$ cat config.mk
export PLATFORM = sky130hd
export DESIGN_NAME = i2cm_regfront
export DESIGN_NICKNAME = d
export VERILOG_FILES = /design/src/rtl/i2cm_pkg.sv /design/src/rtl/i2cm_fifo.sv /design/src/rtl/i2cm_irq.sv /design/src/rtl/i2cm_regfront.sv
export SDC_FILE = /design/constraint.sdc
export NUM_CORES = 1
export LEC_CHECK = 0
export ABC_AREA = 1
export CORE_MARGIN = 2
export CORE_UTILIZATION = 63
export CTS_BUF_LIST = sky130_fd_sc_hd__clkbuf_16
export CTS_CLUSTER_DIAMETER = 80
export DETAILED_ROUTE_END_ITERATION = 7
export DONT_BUFFER_PORTS = 1
export GPL_TIMING_DRIVEN = 0
export HOLD_SLACK_MARGIN = 0.15
export PLACE_DENSITY = 0.89
export SLEW_MARGIN = 20
export SYNTH_ARGS = -nofsm -noshare
export SYNTH_HDL_FRONTEND = slang
export SYNTH_SLANG_ARGS = --single-unit
$ cat constraint.sdc
create_clock -name clk -period 2.6 [get_ports clk]
set_input_delay 0.13 -clock clk [delete_from_list [all_inputs] [get_ports clk]]
set_output_delay 0.13 -clock clk [all_outputs]
set_load 0.01 [all_outputs]
$ cat src/rtl/i2cm_pkg.sv
package i2cm_pkg;
  localparam int OFS_CTRL   = 'h00;
  localparam int OFS_TADDR  = 'h04;
  localparam int OFS_COUNT  = 'h08;
  localparam int OFS_RXD    = 'h0C;
  localparam int OFS_TXD    = 'h10;
  localparam int OFS_STAT   = 'h14;
  localparam int OFS_FLUSH  = 'h2C;

  localparam int CB_START   = 0;
  localparam int CB_GIE     = 1;
  localparam int CB_EN      = 2;
  localparam int CB_READ    = 3;
  localparam int CB_TXE_IE  = 9;
  localparam int CB_RXF_IE  = 10;
  localparam int CB_NOSTOP  = 20;
  localparam int CF_AE_LSB  = 12;
  localparam int CF_AF_LSB  = 16;
  localparam int THR_W      = 4;

  localparam int SB_BUSY    = 1 - 1;
  localparam int SB_NACK    = 1;
  localparam int SB_PEND    = 2;

  localparam logic [31:0] CTRL_MASK = 32'h001F_FE0F;
endpackage

$ cat src/rtl/i2cm_fifo.sv
module i2cm_fifo #(
  parameter int W     = 8,
  parameter int DEPTH = 16
) (
  input  logic                       clk,
  input  logic                       rst_n,
  input  logic                       flush,
  input  logic                       push,
  input  logic [W-1:0]               din,
  input  logic                       pop,
  output logic [W-1:0]               dout,
  output logic [$clog2(DEPTH):0]     level,
  output logic                       empty,
  output logic                       full
);
  localparam int AW = $clog2(DEPTH);
  localparam int LW = AW + 1;
  localparam logic [AW-1:0] LAST = AW'(DEPTH - 1);

  logic [W-1:0]  mem [DEPTH];
  logic [AW-1:0] wp_q, wp_d, rp_q, rp_d;
  logic [LW-1:0] lvl_q, lvl_d;
  logic          do_push, do_pop;

  assign empty   = (lvl_q == '0);
  assign full    = (lvl_q == LW'(DEPTH));
  assign level   = lvl_q;
  assign dout    = mem[rp_q];
  assign do_push = push && !full;
  assign do_pop  = pop && !empty;

  always_comb begin
    wp_d  = wp_q;
    rp_d  = rp_q;
    lvl_d = lvl_q;
    if (flush) begin
      wp_d  = '0;
      rp_d  = '0;
      lvl_d = '0;
    end else begin
      if (do_push) wp_d = (wp_q == LAST) ? '0 : wp_q + 1'b1;
      if (do_pop)  rp_d = (rp_q == LAST) ? '0 : rp_q + 1'b1;
      case ({do_push, do_pop})
        2'b10:   lvl_d = lvl_q + 1'b1;
        2'b01:   lvl_d = lvl_q - 1'b1;
        default: lvl_d = lvl_q;
      endcase
    end
  end

  always_ff @(posedge clk or negedge rst_n) begin
    if (!rst_n) begin
      wp_q  <= '0;
      rp_q  <= '0;
      lvl_q <= '0;
    end else begin
      wp_q  <= wp_d;
      rp_q  <= rp_d;
      lvl_q <= lvl_d;
    end
  end

  always_ff @(posedge clk) begin
    if (do_push && !flush) mem[wp_q] <= din;
  end

  // a push into a full FIFO leaves it full, nothing overwritten
  assert_no_overflow_R5: assert property (@(posedge clk) disable iff (!rst_n)
    (full && push && !pop && !flush) |=> (level == LW'(DEPTH)));

  // a pop from an empty FIFO leaves it empty
  assert_no_underflow_R6: assert property (@(posedge clk) disable iff (!rst_n)
    (empty && pop && !push && !flush) |=> empty);

  assert_level_bound_R5: assert property (@(posedge clk) disable iff (!rst_n)
    level <= LW'(DEPTH));
endmodule

$ cat src/rtl/i2cm_irq.sv
module i2cm_irq #(
  parameter int LW    = 5,
  parameter int THR_W = 4
) (
  input  logic             gie,
  input  logic             pend,
  input  logic             txe_ie,
  input  logic             rxf_ie,
  input  logic [THR_W-1:0] ae_lvl,
  input  logic [THR_W-1:0] af_lvl,
  input  logic [LW-1:0]    tx_lvl,
  input  logic [LW-1:0]    rx_lvl,
  output logic             irq
);
  logic tx_low, rx_high;

  always_comb begin
    tx_low  = txe_ie && (tx_lvl <= LW'(ae_lvl));
    rx_high = rxf_ie && (rx_lvl >= LW'(af_lvl));
    irq     = gie && (pend || tx_low || rx_high);
  end
endmodule

$ cat src/rtl/i2cm_regfront.sv
module i2cm_regfront
  import i2cm_pkg::*;
#(
  parameter int ADDR_W     = 6,
  parameter int CNT_W      = 16,
  parameter int FIFO_DEPTH = 16
) (
  input  logic              clk,
  input  logic              rst_n,
  input  logic              bus_wr,
  input  logic              bus_rd,
  input  logic [ADDR_W-1:0] bus_addr,
  input  logic [31:0]       bus_wdata,
  output logic [31:0]       bus_rdata,
  output logic              irq,
  output logic              eng_start,
  output logic              eng_read,
  output logic              eng_nostop,
  output logic [CNT_W-1:0]  eng_count,
  output logic [6:0]        eng_addr,
  input  logic              eng_tx_pop,
  output logic [7:0]        eng_tx_data,
  output logic              eng_tx_empty,
  input  logic              eng_rx_push,
  input  logic [7:0]        eng_rx_data,
  output logic              eng_rx_full,
  input  logic              eng_busy,
  input  logic              eng_done,
  input  logic              eng_nack,
  input  logic              scl_in,
  input  logic              sda_in
);
  localparam int LW = $clog2(FIFO_DEPTH) + 1;

  logic [31:0]      ctrl_q, ctrl_d;
  logic [7:0]       taddr_q, taddr_d;
  logic [CNT_W-1:0] cnt_q, cnt_d;
  logic             nack_q, nack_d, pend_q, pend_d;
  logic             wr_ctrl, wr_taddr, wr_cnt, wr_stat, wr_txd, rd_rxd, flush;
  logic [7:0]       rx_dout;
  logic [LW-1:0]    tx_lvl, rx_lvl;
  logic             rx_empty, tx_full;
  logic [31:0]      stat;

  assign wr_ctrl  = bus_wr && (bus_addr == ADDR_W'(OFS_CTRL));
  assign wr_taddr = bus_wr && (bus_addr == ADDR_W'(OFS_TADDR));
  assign wr_cnt   = bus_wr && (bus_addr == ADDR_W'(OFS_COUNT));
  assign wr_stat  = bus_wr && (bus_addr == ADDR_W'(OFS_STAT));
  assign wr_txd   = bus_wr && (bus_addr == ADDR_W'(OFS_TXD));
  assign rd_rxd   = bus_rd && (bus_addr == ADDR_W'(OFS_RXD));
  assign flush    = bus_wr && (bus_addr == ADDR_W'(OFS_FLUSH)) && bus_wdata[0];

  // next-state
  always_comb begin
    ctrl_d  = wr_ctrl  ? (bus_wdata & CTRL_MASK) : ctrl_q;
    taddr_d = wr_taddr ? bus_wdata[7:0]          : taddr_q;
    cnt_d   = wr_cnt   ? bus_wdata[CNT_W-1:0]    : cnt_q;
    nack_d  = eng_nack || (nack_q && !(wr_stat && !bus_wdata[SB_NACK]));
    pend_d  = eng_nack || eng_done ||
              (pend_q && !(wr_stat && !bus_wdata[SB_PEND]));
  end

  always_ff @(posedge clk or negedge rst_n) begin
    if (!rst_n) begin
      ctrl_q  <= '0;
      taddr_q <= '0;
      cnt_q   <= '0;
      nack_q  <= 1'b0;
      pend_q  <= 1'b0;
    end else begin
      ctrl_q  <= ctrl_d;
      taddr_q <= taddr_d;
      cnt_q   <= cnt_d;
      nack_q  <= nack_d;
      pend_q  <= pend_d;
    end
  end

  i2cm_fifo #(.W(8), .DEPTH(FIFO_DEPTH)) u_txf (
    .clk(clk), .rst_n(rst_n), .flush(flush),
    .push(wr_txd), .din(bus_wdata[7:0]),
    .pop(eng_tx_pop), .dout(eng_tx_data),
    .level(tx_lvl), .empty(eng_tx_empty), .full(tx_full)
  );

  i2cm_fifo #(.W(8), .DEPTH(FIFO_DEPTH)) u_rxf (
    .clk(clk), .rst_n(rst_n), .flush(flush),
    .push(eng_rx_push), .din(eng_rx_data),
    .pop(rd_rxd), .dout(rx_dout),
    .level(rx_lvl), .empty(rx_empty), .full(eng_rx_full)
  );

  i2cm_irq #(.LW(LW), .THR_W(THR_W)) u_irq (
    .gie(ctrl_q[CB_GIE]), .pend(pend_q),
    .txe_ie(ctrl_q[CB_TXE_IE]), .rxf_ie(ctrl_q[CB_RXF_IE]),
    .ae_lvl(ctrl_q[CF_AE_LSB +: THR_W]), .af_lvl(ctrl_q[CF_AF_LSB +: THR_W]),
    .tx_lvl(tx_lvl), .rx_lvl(rx_lvl), .irq(irq)
  );

  assign eng_start  = ctrl_q[CB_START] && ctrl_q[CB_EN];
  assign eng_read   = ctrl_q[CB_READ];
  assign eng_nostop = ctrl_q[CB_NOSTOP];
  assign eng_count  = cnt_q;
  assign eng_addr   = taddr_q[7:1];

  always_comb begin
    stat          = '0;
    stat[SB_BUSY] = eng_busy;
    stat[SB_NACK] = nack_q;
    stat[SB_PEND] = pend_q;
    stat[3]       = eng_tx_empty;
    stat[4]       = eng_rx_full;
    stat[20]      = scl_in;
    stat[21]      = sda_in;
    case (bus_addr)
      ADDR_W'(OFS_CTRL):  bus_rdata = ctrl_q;
      ADDR_W'(OFS_TADDR): bus_rdata = {24'd0, taddr_q};
      ADDR_W'(OFS_COUNT): bus_rdata = 32'(cnt_q);
      ADDR_W'(OFS_RXD):   bus_rdata = rx_empty ? 32'd0 : {24'd0, rx_dout};
      ADDR_W'(OFS_STAT):  bus_rdata = stat;
      default:            bus_rdata = '0;
    endcase
  end

  // start bit changes only through a control write
  assert_start_held_R4: assert property (@(posedge clk) disable iff (!rst_n)
    (ctrl_q[CB_START] && !wr_ctrl) |=> ctrl_q[CB_START]);

  // a NACK pulse leaves both sticky flags set
  assert_nack_sticky_R7: assert property (@(posedge clk) disable iff (!rst_n)
    eng_nack |=> (nack_q && pend_q));

  // a flush write empties both FIFOs
  assert_flush_R9: assert property (@(posedge clk) disable iff (!rst_n)
    flush |=> (eng_tx_empty && rx_empty));

  // no interrupt without the global enable
  assert_irq_gated_R10: assert property (@(posedge clk) disable iff (!rst_n)
    irq |-> ctrl_q[CB_GIE]);

  // a pending flag with the enable set always interrupts
  assert_irq_pend_R10: assert property (@(posedge clk) disable iff (!rst_n)
    (pend_q && ctrl_q[CB_GIE]) |-> irq);
endmodule

==> results.toml <==
[yosys]
synth_top_area_share_pct = 54.2
synth_compound_area_share_pct = 10.6
syn_inst = 1258
synth_area_sq_um = 14200
ys_seq_elements = 324
synthTopCellsByArea = "edfxtp_1, dfrtp_1, nor2_1"
async_flop_share_pct = 21.0
synthMuxAreaShare_pct = 1.42
yosys_warnings = 0
synth-xor-area-share_pct = 0.309
synth_cell_type_count = 42
avgSynthCellArea_sq_um = 11.3
synth_top_family_by_area = "simple AND/OR/NAND/NOR gates"
yosysSeqAreaShare_pct = 66.2
synth_top_cell_by_area = "edfxtp_1"
ys.flop_type = "edfxtp_1"
synthSimpleGateAreaFrac_pct = 14.6
synth_edf_count = 256
synthAdderAreaFrac_pct = 1.94

[clock_network]
cts-root-buf = "clkbuf_16"
clk_latency_ns = 0.56
clock_path_buffers = 3
cts.sinks = 324
cts.clk_slew.worst_paths_ns = 0.07
cts_tree = "built"
h-tree-depth = 1
numCtsBuffers = 31

[cells_and_area]
fin_cells = 1666
design_area_sq_um = 16300
layout-drive-gt1-share_pct = 11.8
nNetsFinal = 1440
synthToLayoutAreaGrowth_pct = 15.1
fin_util_pct = 74.3

[sta]
rsz0062_at_grt = "yes"
final_max_slew_viol_count = 0
period_needed_ns = 2.61
clock_skew_ns = 0.0158
finalCritPeriodShare_pct = 101
worst_pin_slew_ns = 0.982
finalWorstSetupSlack_ns = -0.0132
clock.fmax_ghz = 0.383
final-setup-viol-count = 1
max_slew_margin_pct = 34.3
finalHoldViolCount = 0

[drt]
post_drt_wl_per_cell_microns = 24.4
first_pass_iters = 6
vias_per_cell = 6.61
drc = 0
drt_wl_total_microns = 40700
ant_nets = 0
vias = 11008
drtIter0Drc = 1905

[floorplan]
die_area_sq_um = 23700
rows = 54
start_util_pct = 64.5
pin_count = 126
die_y_microns = 154
design.core.area_sq_um = 22000
die_w_microns = 154

[placed_design]
dp_cells = 1547
io_buffers = 0
place_ws_ns = 0.107
place_hpwl_microns = 24300
place.gp.congestion = 0.940
placed_area_sq_um = 14600

[critical_path]
path_cells = "dlygate4sd3_1 -> nor2_4 -> nand3_4 -> clkinvlp_4 -> nand2_1 -> buf_4 -> nor2_1 -> dlygate4sd3_1 -> a21oi_1 -> dlygate4sd3_1"
startpoint_type = "input pin"
slowest_delay_ns = 0.64
required_ns = 3.05
cp.arrival_ns = 3.06
slowest_stage = "dlygate4sd3_1"
critPathKind = "input pin to register"
rr_worst_depth = 6
rrSetupSlack_ns = 0.07
cp_max_fo = 10
end_kind = "register"
cpMostUsedCell = "dlygate4sd3_1"

[run_status]
violations = "negative setup slack"
outcome = "finished with violations"

[grt]
antenna_found_initial = 1
grt.total_usage_pct = 33.7
grt_pass1_vias = 10893
grt_max_degree = 69
gr-total-overflow = 0
grt_pass1_wl_microns = 61100

[flow_run]
maxCapViolCount = 0

[power]
p_leak_uw = 0.00629
power.density_nw_per_um2 = 935
total_power_uw = 15300
ir_drop_v = 0.000638

[hold_path]
hold_path.class = "input pin to asynchronous set/reset pin"
[logic make-up (layout without fill, tap and decap cells)]
kind of cell               Yosys count  in the layout
and+or+nand+nor                    489            489
DFF                                324            324
AOI/OAI and AO/OA                  243            243
buffers and inverters              154            272
adders and majority gates           22             22
muxes                               20             20
xor gates and xnor gates             5              5
other                                1             11
[stage by stage]
step / TNS [ns] / hold slack, ns
5_1_grt: -0.641 / 0.276
2_1_floorplan: 0 / -0.166
4_1_cts: 0 / 0.150
3_5_place_dp: 0 / -0.164
3_3_place_gp: 0 / -0.163
6_report: -0.0132 / 0.209
[final cells by class]
cell class | instances | area [sq um]
repair buffers | 64 | 658
diodes | 1 | 2.50
flip-flops and latches | 324 | 9390
plain buffers | 67 | 433
inverters | 84 | 319
multi-input cells | 789 | 4240
well taps | 280 | 350
clock inverters | 25 | 125
clock buffers | 32 | 801
fillers | 1232 | 5640
[worst max-delay path, delay by kind of cell]
family / cells / cell delay [ns]
buffers and inverters: 5 / 2.23
and+or+nand+nor: 4 / 0.63
AOI/OAI and AO/OA: 1 / 0.06
[state kept, by name, summed over array words and instances, names as in the netlist, 5 cells and up]
signal,cells
u_txf.mem,128
taddr_q,8
ctrl_q,16
eng_count,16
u_rxf.mem,128
u_rxf.level,5
u_txf.level,5
[cells in the mapped netlist, types with 14 or more instances]
master    count
a21oi_1      15
buf_2        15
buf_4        23
clkbuf_1     30
dfrtp_1      68
edfxtp_1    256
ha_1         22
inv_1        72
mux2i_1      19
nand2_1     183
nand3_1      59
nor2_1      207
o211ai_1     14
o21ai_0     139
o221ai_1     19
o32ai_1      34
[where the power goes]
| part | switching [uW] | internal [uW] | leakage, uW |
|---|---|---|---|
| registers | 417 | 6030 | 0.00315 |
| logic | 3160 | 1470 | 0.00264 |
| clock network | 1880 | 2300 | 0.000504 |
| total | 5460 | 9790 | 0.00629 |
[final timing paths]
| kind | endpoint | start |
|---|---|---|
| worst max-delay path | ctrl_q[18] | bus_addr[4] |
| worst min-delay path | eng_count[11] | rst_n |
| worst max register to register | u_rxf.mem[6][0] | u_rxf.level[2] |
| worst min register to register | ctrl_q[15] | ctrl_q[15] |
| max in group asynchronous | u_rxf.rp_q[0] | rst_n |
| min in group clk | u_txf.level[0] | bus_addr[0] |
[cells in the final DEF, fill, tap and decap left out, types with 4 or more instances in the layout]
cell	n
clkbuf_4	7
nor2_4	5
nand2_2	9
clkinv_2	4
o32ai_1	34
nor2_2	16
o21ai_0	134
clkinv_1	12
nand4_1	7
clkbuf_2	12
clkbuf_1	12
dlygate4sd3_1	55
inv_2	7
xor2_1	5
nor3_2	4
buf_4	30
o21ai_1	9
o211ai_1	14
a21oi_1	15
dfrtp_1	66
o221ai_1	18
nand3_1	53
nand2_1	179
clkbuf_16	32
nand3_2	10
buf_2	7
inv_1	84
buf_6	6
nor2_1	195
mux2i_1	18
edfxtp_1	256
a22o_1	5
ha_1	22
conb_1	10
[repair_timing]
item                                   CTS  global route
hold buffers                            57             0
endpoints found under the hold margin  392             0
setup endpoints to repair               11           100
pin swaps                                0            11
setup buffers                            0             7
resized for setup                       15            60
[layer usage]
layer / wire, microns / part of all wire (%) / global-route usage, % / up-vias
met5: 0 / 0 / 0 / -
met4: 1910 / 4.7 / 14.5 / 0
met3: 5250 / 13 / 7.44 / 175
met2: 19400 / 48 / 55.3 / 955
met1: 14100 / 35 / 44.0 / 5241
li1: - / - / - / 4637
Note: power is estimated with default switching activity, not from simulation.
